### config.mk
export PLATFORM = sky130hd
export DESIGN_NAME = scl_clkgen
export DESIGN_NICKNAME = d
export VERILOG_FILES = /design/src/rtl/scl_clkgen_pkg.sv /design/src/rtl/scl_sync_chain.sv /design/src/rtl/scl_tick_div.sv /design/src/rtl/scl_stall_watch.sv /design/src/rtl/scl_clkgen.sv
export SDC_FILE = /design/constraint.sdc
export NUM_CORES = 1
export LEC_CHECK = 0
export BUFFER_PORTS_ARGS = -buffer_cell sky130_fd_sc_hd__buf_2
export CAP_MARGIN = 20
export CORE_ASPECT_RATIO = 0.8
export CORE_UTILIZATION = 55
export CTS_BUF_LIST = sky130_fd_sc_hd__clkbuf_4 sky130_fd_sc_hd__clkbuf_8
export CTS_CLUSTER_DIAMETER = 150
export DETAILED_ROUTE_END_ITERATION = 16
export GPL_ROUTABILITY_DRIVEN = 0
export HOLD_SLACK_MARGIN = 0.06
export PLACE_DENSITY = 0.89
export SYNTH_ARGS = -nofsm -noshare
export SYNTH_HDL_FRONTEND = slang
export SYNTH_HIERARCHICAL = 1
export SYNTH_SLANG_ARGS = --single-unit
### constraint.sdc
create_clock -name clk -period 2.62 [get_ports clk]
set_clock_uncertainty 0.15 [all_clocks]
set_input_delay 0.393 -clock clk [delete_from_list [all_inputs] [get_ports clk]]
set_output_delay 0.393 -clock clk [all_outputs]
set_load 0.01 [all_outputs]
### src/rtl/scl_clkgen_pkg.sv
package scl_clkgen_pkg;

   typedef enum logic [1:0] {
      PH_IDLE = 2'd0,
      PH_LOW  = 2'd1,
      PH_RISE = 2'd2,
      PH_HIGH = 2'd3
   } scl_phase_e;

endpackage

### src/rtl/scl_sync_chain.sv
module scl_sync_chain #(
   parameter int STAGES = 2
) (
   input  logic clk,
   input  logic rst_n,
   input  logic clr,
   input  logic d,
   output logic q
);
   logic [STAGES-1:0] sr;

   always_ff @(posedge clk or negedge rst_n) begin
      if (!rst_n)   sr <= '0;
      else if (clr) sr <= '0;
      else          sr <= {sr[STAGES-2:0], d};
   end

   assign q = sr[STAGES-1];
endmodule

### src/rtl/scl_tick_div.sv
module scl_tick_div #(
   parameter int DIV = 1
) (
   input  logic clk,
   input  logic rst_n,
   input  logic restart,
   output logic tick,
   output logic first
);
   generate
      if (DIV == 1) begin : g_direct
         assign tick  = 1'b1;
         assign first = 1'b1;
      end else begin : g_count
         localparam int DW = $clog2(DIV);
         localparam logic [DW-1:0] LAST = DW'(DIV - 1);
         logic [DW-1:0] div_q;

         always_ff @(posedge clk or negedge rst_n) begin
            if (!rst_n)           div_q <= '0;
            else if (restart)     div_q <= '0;
            else if (div_q == LAST) div_q <= '0;
            else                  div_q <= div_q + 1'b1;
         end

         assign tick  = (div_q == LAST);
         assign first = (div_q == '0);
      end
   endgenerate
endmodule

### src/rtl/scl_stall_watch.sv
module scl_stall_watch #(
   parameter int TMO_W  = 8,
   parameter bit ENABLE = 1'b1
) (
   input  logic             clk,
   input  logic             rst_n,
   input  logic             active,
   input  logic             tick,
   input  logic [TMO_W-1:0] limit,
   output logic             err
);
   generate
      if (ENABLE) begin : g_watch
         logic [TMO_W-1:0] cnt;
         logic             err_q;

         always_ff @(posedge clk or negedge rst_n) begin
            if (!rst_n) begin
               cnt   <= '0;
               err_q <= 1'b0;
            end else if (!active) begin
               cnt   <= '0;
               err_q <= 1'b0;
            end else if (tick && (limit != '0) && !err_q) begin
               if (cnt == limit - 1'b1) err_q <= 1'b1;
               else                     cnt   <= cnt + 1'b1;
            end
         end

         assign err = err_q;
      end else begin : g_none
         assign err = 1'b0;
      end
   endgenerate
endmodule

### src/rtl/scl_clkgen.sv
module scl_clkgen #(
   parameter int CNT_W       = 8,
   parameter int TMO_W       = 16,
   parameter int TICK_DIV    = 1,
   parameter int SYNC_STAGES = 2,
   parameter bit HAS_STALL   = 1'b1
) (
   input  logic             clk,
   input  logic             rst_n,
   input  logic             en,
   input  logic [CNT_W-1:0] low_ticks,
   input  logic [CNT_W-1:0] high_ticks,
   input  logic [TMO_W-1:0] stall_ticks,
   input  logic             scl_in,
   output logic             scl_drive_low,
   output logic             change_stb,
   output logic             sample_stb,
   output logic             stall_err
);
   import scl_clkgen_pkg::*;

   generate
      if (CNT_W < 2)       begin : g_bad_cnt  $error("CNT_W must be at least 2");       end
      if (TMO_W < 1)       begin : g_bad_tmo  $error("TMO_W must be at least 1");       end
      if (TICK_DIV < 1)    begin : g_bad_div  $error("TICK_DIV must be at least 1");    end
      if (SYNC_STAGES < 2) begin : g_bad_sync $error("SYNC_STAGES must be at least 2"); end
   endgenerate

   scl_phase_e       phase_q, phase_d;
   logic [CNT_W-1:0] pc_q;
   logic [CNT_W-1:0] low_last, high_last, low_mid;
   logic             scl_s, tick, tick_first, restart;

   // a zero count behaves as a one-tick phase
   assign low_last  = (low_ticks  == '0) ? '0 : low_ticks  - 1'b1;
   assign high_last = (high_ticks == '0) ? '0 : high_ticks - 1'b1;
   assign low_mid   = low_ticks >> 1;

   scl_sync_chain #(.STAGES(SYNC_STAGES)) i_sync (
      .clk   (clk),
      .rst_n (rst_n),
      .clr   (phase_q == PH_LOW),
      .d     (scl_in),
      .q     (scl_s)
   );

   scl_tick_div #(.DIV(TICK_DIV)) i_div (
      .clk     (clk),
      .rst_n   (rst_n),
      .restart (restart),
      .tick    (tick),
      .first   (tick_first)
   );

   scl_stall_watch #(.TMO_W(TMO_W), .ENABLE(HAS_STALL)) i_stall (
      .clk    (clk),
      .rst_n  (rst_n),
      .active (en && (phase_q == PH_RISE) && !scl_s),
      .tick   (tick),
      .limit  (stall_ticks),
      .err    (stall_err)
   );

   always_comb begin
      phase_d = phase_q;
      if (!en) begin
         phase_d = PH_IDLE;
      end else begin
         unique case (phase_q)
            PH_IDLE: phase_d = PH_LOW;
            PH_LOW:  if (tick && pc_q == low_last)  phase_d = PH_RISE;
            PH_RISE: if (scl_s)                      phase_d = PH_HIGH;
            PH_HIGH: if (tick && pc_q == high_last) phase_d = PH_LOW;
            default: phase_d = PH_IDLE;
         endcase
      end
   end

   assign restart = (phase_d != phase_q);

   always_ff @(posedge clk or negedge rst_n) begin
      if (!rst_n) begin
         phase_q <= PH_IDLE;
         pc_q    <= '0;
      end else begin
         phase_q <= phase_d;
         if (restart)   pc_q <= '0;
         else if (tick) pc_q <= pc_q + 1'b1;
      end
   end

   assign scl_drive_low = (phase_q == PH_LOW);
   assign change_stb    = (phase_q == PH_LOW)  && (pc_q == low_mid) && tick_first;
   assign sample_stb    = (phase_q == PH_HIGH) && (pc_q == '0)      && tick_first;
endmodule

==> results of run 1 <==
cells by family after synthesis:
| logic type | after synthesis |
|---|---|
| DFF | 29 |
| other | 1 |
| AOI/OAI and AO/OA | 66 |
| xor gates and xnor gates | 39 |
| adders and majority gates | 6 |
| buffers and inverters | 38 |
| and+or+nand+nor | 176 |
| muxes | 15 |
cell type report:
cell class	instances	area, µm²
timing repair buffer	116	805
tap	62	77.6
fill	300	1170
multi-input combinational	304	2260
clock buffer	7	90.1
inverter	15	56.3
sequential	29	726
flip-flops by register name, indices dropped and copies added, names as in the netlist:
name and count:
i_stall/err 1, i_stall/g_watch.cnt 16, i_sync/sr 2, pc_q 8
phase_q 2
power by group:
group	switching, mW	total (mW)	internal (mW)
clock	0.159	0.377	0.218
combinational	0.180	0.342	0.162
sequential	0.00693	0.460	0.454
total	0.346	1.18	0.834
per-layer routing:
layer  track usage  vias to the layer above  routed length [µm]
met1         0.378                     1641                3940
met2         0.536                      216                4530
met4         0.165                        0                 434
met3        0.0952                       70                 847
met5             0                        -                   0
li1              -                     1568                   -
synth_stat cells, drive strengths merged (6+ instances only):
| library cell | n | area share |
|---|---|---|
| nand2 | 30 | 0.037 |
| dfrtp | 29 | 0.24 |
| nor2 | 22 | 0.031 |
| xnor2 | 22 | 0.063 |
| nor4 | 19 | 0.049 |
| nand3 | 16 | 0.026 |
| xor2 | 16 | 0.046 |
| inv | 15 | 0.018 |
| mux2i | 15 | 0.049 |
| nand2b | 14 | 0.029 |
| nor3 | 14 | 0.025 |
| a21oi | 13 | 0.021 |
| clkbuf | 13 | 0.018 |
| or4 | 11 | 0.030 |
| buf | 10 | 0.028 |
| o21ai | 10 | 0.016 |
| or3 | 10 | 0.023 |
| nand4 | 8 | 0.016 |
| nor2b | 8 | 0.016 |
| ha | 6 | 0.025 |
worst max-delay path, delay by kind of cell:
kind            cells  cell delay, ns
compound gates      3            0.40
xor+xnor            1            0.25
buf+inv             3            0.43
simple gates        3            1.19
layout by cell type (no fill, tap or decap), types with 7 or more instances in the layout:
cell / n
inv_1: 14
nor2_1: 18
or4_1: 7
nand2b_1: 14
dfrtp_1: 29
xor2_1: 16
xnor2_1: 21
nor2b_1: 7
a21oi_1: 11
nand2_1: 30
buf_4: 73
nor4_1: 14
or3_1: 7
nand3_1: 15
buf_2: 39
nor3_1: 13
nand4_1: 8
mux2i_1: 15
path summary, 6_finish.rpt:
check | end | slack [ns]
min reg2reg | i_sync/sr[1]$_DFF_PN0_ | 0.32
max | i_stall/g_watch.cnt[12]$_DFFE_PN0P_ | 0.01
max in group asynchronous | phase_q[1]$_DFF_PN0_ | 1.40
max reg2reg | i_stall/g_watch.cnt[13]$_DFFE_PN0P_ | 0.05
min | i_sync/sr[0]$_DFF_PN0_ | 0.24
min in group asynchronous | i_stall/g_watch.cnt[2]$_DFFE_PN0P_ | 0.51
stage by stage:
step                      power (mW)  cells  cell area [µm²]   util  setup WS, ns
final                           1.18    533             4010  0.775        0.0140
after global routing            1.23    533             4010  0.775       -0.0980
after global placement         0.760    522             3760  0.727        -0.233
after CTS                       1.15    531             3880  0.748        0.0121
after detailed placement       0.774    522             3760  0.727        -0.471
after floorplan                0.625    371             3060      -        0.0501
timing repair:
action / 4_1_cts / 5_1_grt
setup endpoints to repair: 11 / 25
buffers inserted: 1 / 2
resized for setup: 2 / 27
hold endpoints to repair: 29 / 0
hold buffers: 1 / 0
pin swaps: 1 / 8
==> impl_metrics.csv, run 1 <==
group,metric,value,unit
sta,max_freq,0.384,GHz
clocking,cts_made_buffers,5,
power_and_ir_drop,powerDensity,294,mW/mm²
grt,grt_pass1_vias,3251,
route,drcViolationCount,0,
sta,drv_slew,0,
finish,area_delta_synth_final,31.3,%
floorplan,io_pins,40,
route,drt_iter0_drc,278,
synth,ys_ff_latch,29,
route,viasPerCell,6.56,
floorplan,die_h,68.7,µm
clocking,cts_htree_levels,2,
clocking,cts_tree,"done",
setup_path,crit_arrival,2.66,ns
synth,synth_sequential_area_ratio,0.237,
setup_path,cp_cell_sequence,"buf_2 > nor4_4 > nand4_1 > xnor2_2 > a2111oi_2 > buf_4 > o2111a_2 > buf_6 > or4_1 > a21oi_2",
setup_path,max_stage_delay,0.51,ns
synth,synth_adder_area_share,0.0246,
min_path,hold_path.startpoint,"scl_in",
finish,num_antenna_cells,0,
place,hpwl,6.72,mm
sta,report.final.hold_viol_count,0,
setup_path,worstRegToRegCells,6,
power_and_ir_drop,ir_drop,0.000319,V
power_and_ir_drop,leakagePower,1.64,nW
synth,synth_xor_area_frac,0.116,
synth,synthCells,370,
synth,synth-simple-area-share,0.345,
setup_path,required,2.68,ns
synth,synth-edff-count,0,
sta,tns,0,ns
grt,antenna_found_initial,0,
route,vias,3495,
grt,overflow,0,
clocking,cts_root_buf,"clkbuf_8",
sta,post-route-period-util,0.995,
place,numPortBuffers,39,
finish,layout-drive-gt1-share,0.335,
grt,grtUsageTotal,0.319,
synth,synth_top_family_by_area,"simple AND/OR/NAND/NOR gates",
sta,holdWs,0.240,ns
sta,timing.final.crit_period,2.61,ns
setup_path,critical_path_class,"in -> reg",
floorplan,start_util,0.590,
synth,avgSynthCellArea,8.26,µm²
clocking,clk_latency,0.28,ns
clocking,clockBufferDepth,2,
floorplan,placementRows,23,
setup_path,cp-start-kind,"input port",
floorplan,die_area,0.00586,mm²
setup_path,path_max_fanout,6,
clocking,clk_pin_slew_worst_paths,0.06,ns
route,detail-route-antenna-nets,0,
setup_path,cp-end-kind,"flop",
finish,nets,513,
route,drtPass1Iterations,7,
route,wirelength,9.76,mm
min_path,hold_class,"in -> reg",
grt,grt_pass1_wl,14.6,mm
job,cap_violations,0,
min_path,hold_depth,2,
grt,grt_max_degree,30,
setup_path,cp_slowest_cell,"or4_1",
floorplan,fp.coreArea,0.00518,mm²
synth,synth_compound_area_frac,0.161,
status,outcome,"complete, no violations",
synth,syn_area,0.00306,mm²
sta,max_slew.worst_pin.slew,0.627,ns
clocking,cts_sinks,29,
synth,yosysWarningCount,6,
synth,synthFlopType,"dfrtp_1",
synth,synthMuxAreaShare,0.0491,
setup_path,rr_startpoint,"i_stall/g_watch.cnt[2]$_DFFE_PN0P_",
setup_path,startpoint,"stall_ticks[3]",
sta,setup-violations-final,0,
synth,synthArstFlopShare,1.00,
floorplan,die_x,85.4,µm
sta,slew_headroom,0.582,
synth,synth.distinct_cells,73,
route,wl_per_cell,18.3,µm
No activity file was read; power rests on OpenSTA's default activity.
==> inputs of run 2 (changes only) <==
Settings changed: CORE_UTILIZATION 55 to 30, PLACE_DENSITY 0.89 to 0.59, REMOVE_ABC_BUFFERS from default to 1.
==> impl_metrics.csv, run 2 (synthesized netlist as in run 1, its figures left out) <==
group,metric,value,unit
status,outcome,"complete, no violations",
route,wl_per_cell,13.8,µm
job,cap_violations,0,
setup_path,crit_arrival,2.61,ns
finish,layout_common_cells,"buf_4, buf_2, nand2_1",
setup_path,max_stage_delay,0.54,ns
route,vias,3138,
place,place_ws,-0.310,ns
floorplan,start_util,0.313,
grt,grtUsageTotal,0.165,
finish,fin_util,0.416,
sta,holdWs,0.232,ns
clocking,clockBufferDepth,2,
clocking,cts_tree,"done",
clocking,clk_latency,0.28,ns
setup_path,cp_slowest_cell,"or4_1",
place,hpwl,6.54,mm
route,drtPass1Iterations,4,
power_and_ir_drop,power.total,1.16,mW
finish,final_common_cell,"buf_4",
sta,post-route-period-util,0.974,
sta,max_slew.worst_pin.slew,0.661,ns
floorplan,io_pins,40,
setup_path,critPathTopFamily,"simple AND/OR/NAND/NOR gates",
finish,num_antenna_cells,0,
setup_path,cp-end-kind,"flop",
setup_path,path_buf_inv,3,
setup_path,critical_path_class,"in -> reg",
setup_path,cp-start-kind,"input port",
finish,largestRegisters,"i_stall/g_watch.cnt: 16 flops, pc_q: 8 flops",
route,drcViolationCount,0,
sta,slew_headroom,0.559,
setup_path,path_max_fanout,8,
finish,largest_register,"i_stall/g_watch.cnt",
power_and_ir_drop,ir_drop,0.000177,V
finish,fin_area,0.00407,mm²
power_and_ir_drop,leakagePower,1.64,nW
route,viasPerCell,5.15,
sta,tns,0,ns
sta,report.final.hold_viol_count,0,
route,detail-route-antenna-nets,0,
sta,max_freq,0.392,GHz
min_path,hold_class,"in -> reg",
clocking,cts_made_buffers,5,
grt,overflow,0,
sta,timing.final.crit_period,2.55,ns
finish,register_area,726,µm²
clocking,cts_htree_levels,2,
finish,nets,514,
sta,setup_slack,0.0681,ns
grt,grt_max_degree,30,
place,place_area,0.00387,mm²
clocking,cts_sinks,29,
sta,setup-violations-final,0,
finish,nFillCells,1006,
clocking,cts_root_buf,"clkbuf_8",
finish,area_delta_synth_final,33.1,%
place,numPortBuffers,39,
route,drt_iter0_drc,210,
clocking,clk_pin_slew_worst_paths,0.06,ns
power_and_ir_drop,powerDensity,284,mW/mm²
finish,multiInputGateArea,0.00222,mm²
finish,largest_register_ffs,16,
finish,fin_cells,609,
floorplan,die_h,92.3,µm
place,dp.cells,598,
finish,layout-drive-gt1-share,0.334,
grt,grt_pass1_vias,3062,
floorplan,placementRows,32,
grt,grt_pass1_wl,14.1,mm
floorplan,die_area,0.0106,mm²
route,wirelength,8.43,mm
setup_path,required,2.68,ns
grt,antenna_found_initial,0,
sta,drv_slew,0,
setup_path,cp_cell_sequence,"buf_2 > inv_1 > ha_1 > or4_1 > or3_1 > a31oi_2 > a2111oi_2 > a41o_1 > o21a_1 > buf_12 > nor2_1",
floorplan,die_x,115,µm
floorplan,fp.coreArea,0.00977,mm²
-- run 2: path summary, 6_finish.rpt --
kind	from	endpoint	slack [ns]	depth (start not counted)
max in group asynchronous	rst_n	pc_q[3]$_DFFE_PN0P_	1.35	2
min in group asynchronous	rst_n	phase_q[1]$_DFF_PN0_	0.54	2
worst max-delay path	high_ticks[0]	pc_q[4]$_DFFE_PN0P_	0.07	11
worst min-delay path	en	phase_q[1]$_DFF_PN0_	0.23	2
worst max register to register	i_stall/g_watch.cnt[8]$_DFFE_PN0P_	i_stall/g_watch.cnt[12]$_DFFE_PN0P_	0.22	8
worst min register to register	i_sync/sr[0]$_DFF_PN0_	i_sync/sr[1]$_DFF_PN0_	0.36	1
-- run 2: repair_timing --
| action | CTS | global route |
|---|---|---|
| setup endpoints to repair | 8 | 25 |
| pin swaps | 0 | 9 |
| buffers inserted | 0 | 2 |
| hold buffers | 1 | 0 |
| endpoints found under the hold margin | 29 | 0 |
| resized for setup | 2 | 17 |
-- run 2: layout make-up --
| type | instances | area share |
|---|---|---|
| clock inverters | 2 | 0.00246 |
| multi-input cells | 304 | 0.546 |
| repair buffers | 117 | 0.199 |
| clock buffers | 6 | 0.0188 |
| inverters | 15 | 0.0138 |
| flip-flops and latches | 29 | 0.178 |
| well taps | 136 | 0.0418 |
-- run 2: routing by layer --
layer / routed length, µm / up-vias / global-route usage
met5: 0 / - / 0
met4: 46 / 0 / 0.0314
met3: 265 / 6 / 0.0284
met2: 4070 / 44 / 0.274
met1: 4060 / 1517 / 0.225
li1: - / 1571 / -
-- run 2: power breakdown --
group / switching, mW / internal (mW) / leakage (nW)
Clock: 0.174 / 0.194 / 0.0484
Combinational: 0.166 / 0.163 / 1.19
Sequential: 0.00628 / 0.453 / 0.400
Total: 0.346 / 0.810 / 1.64
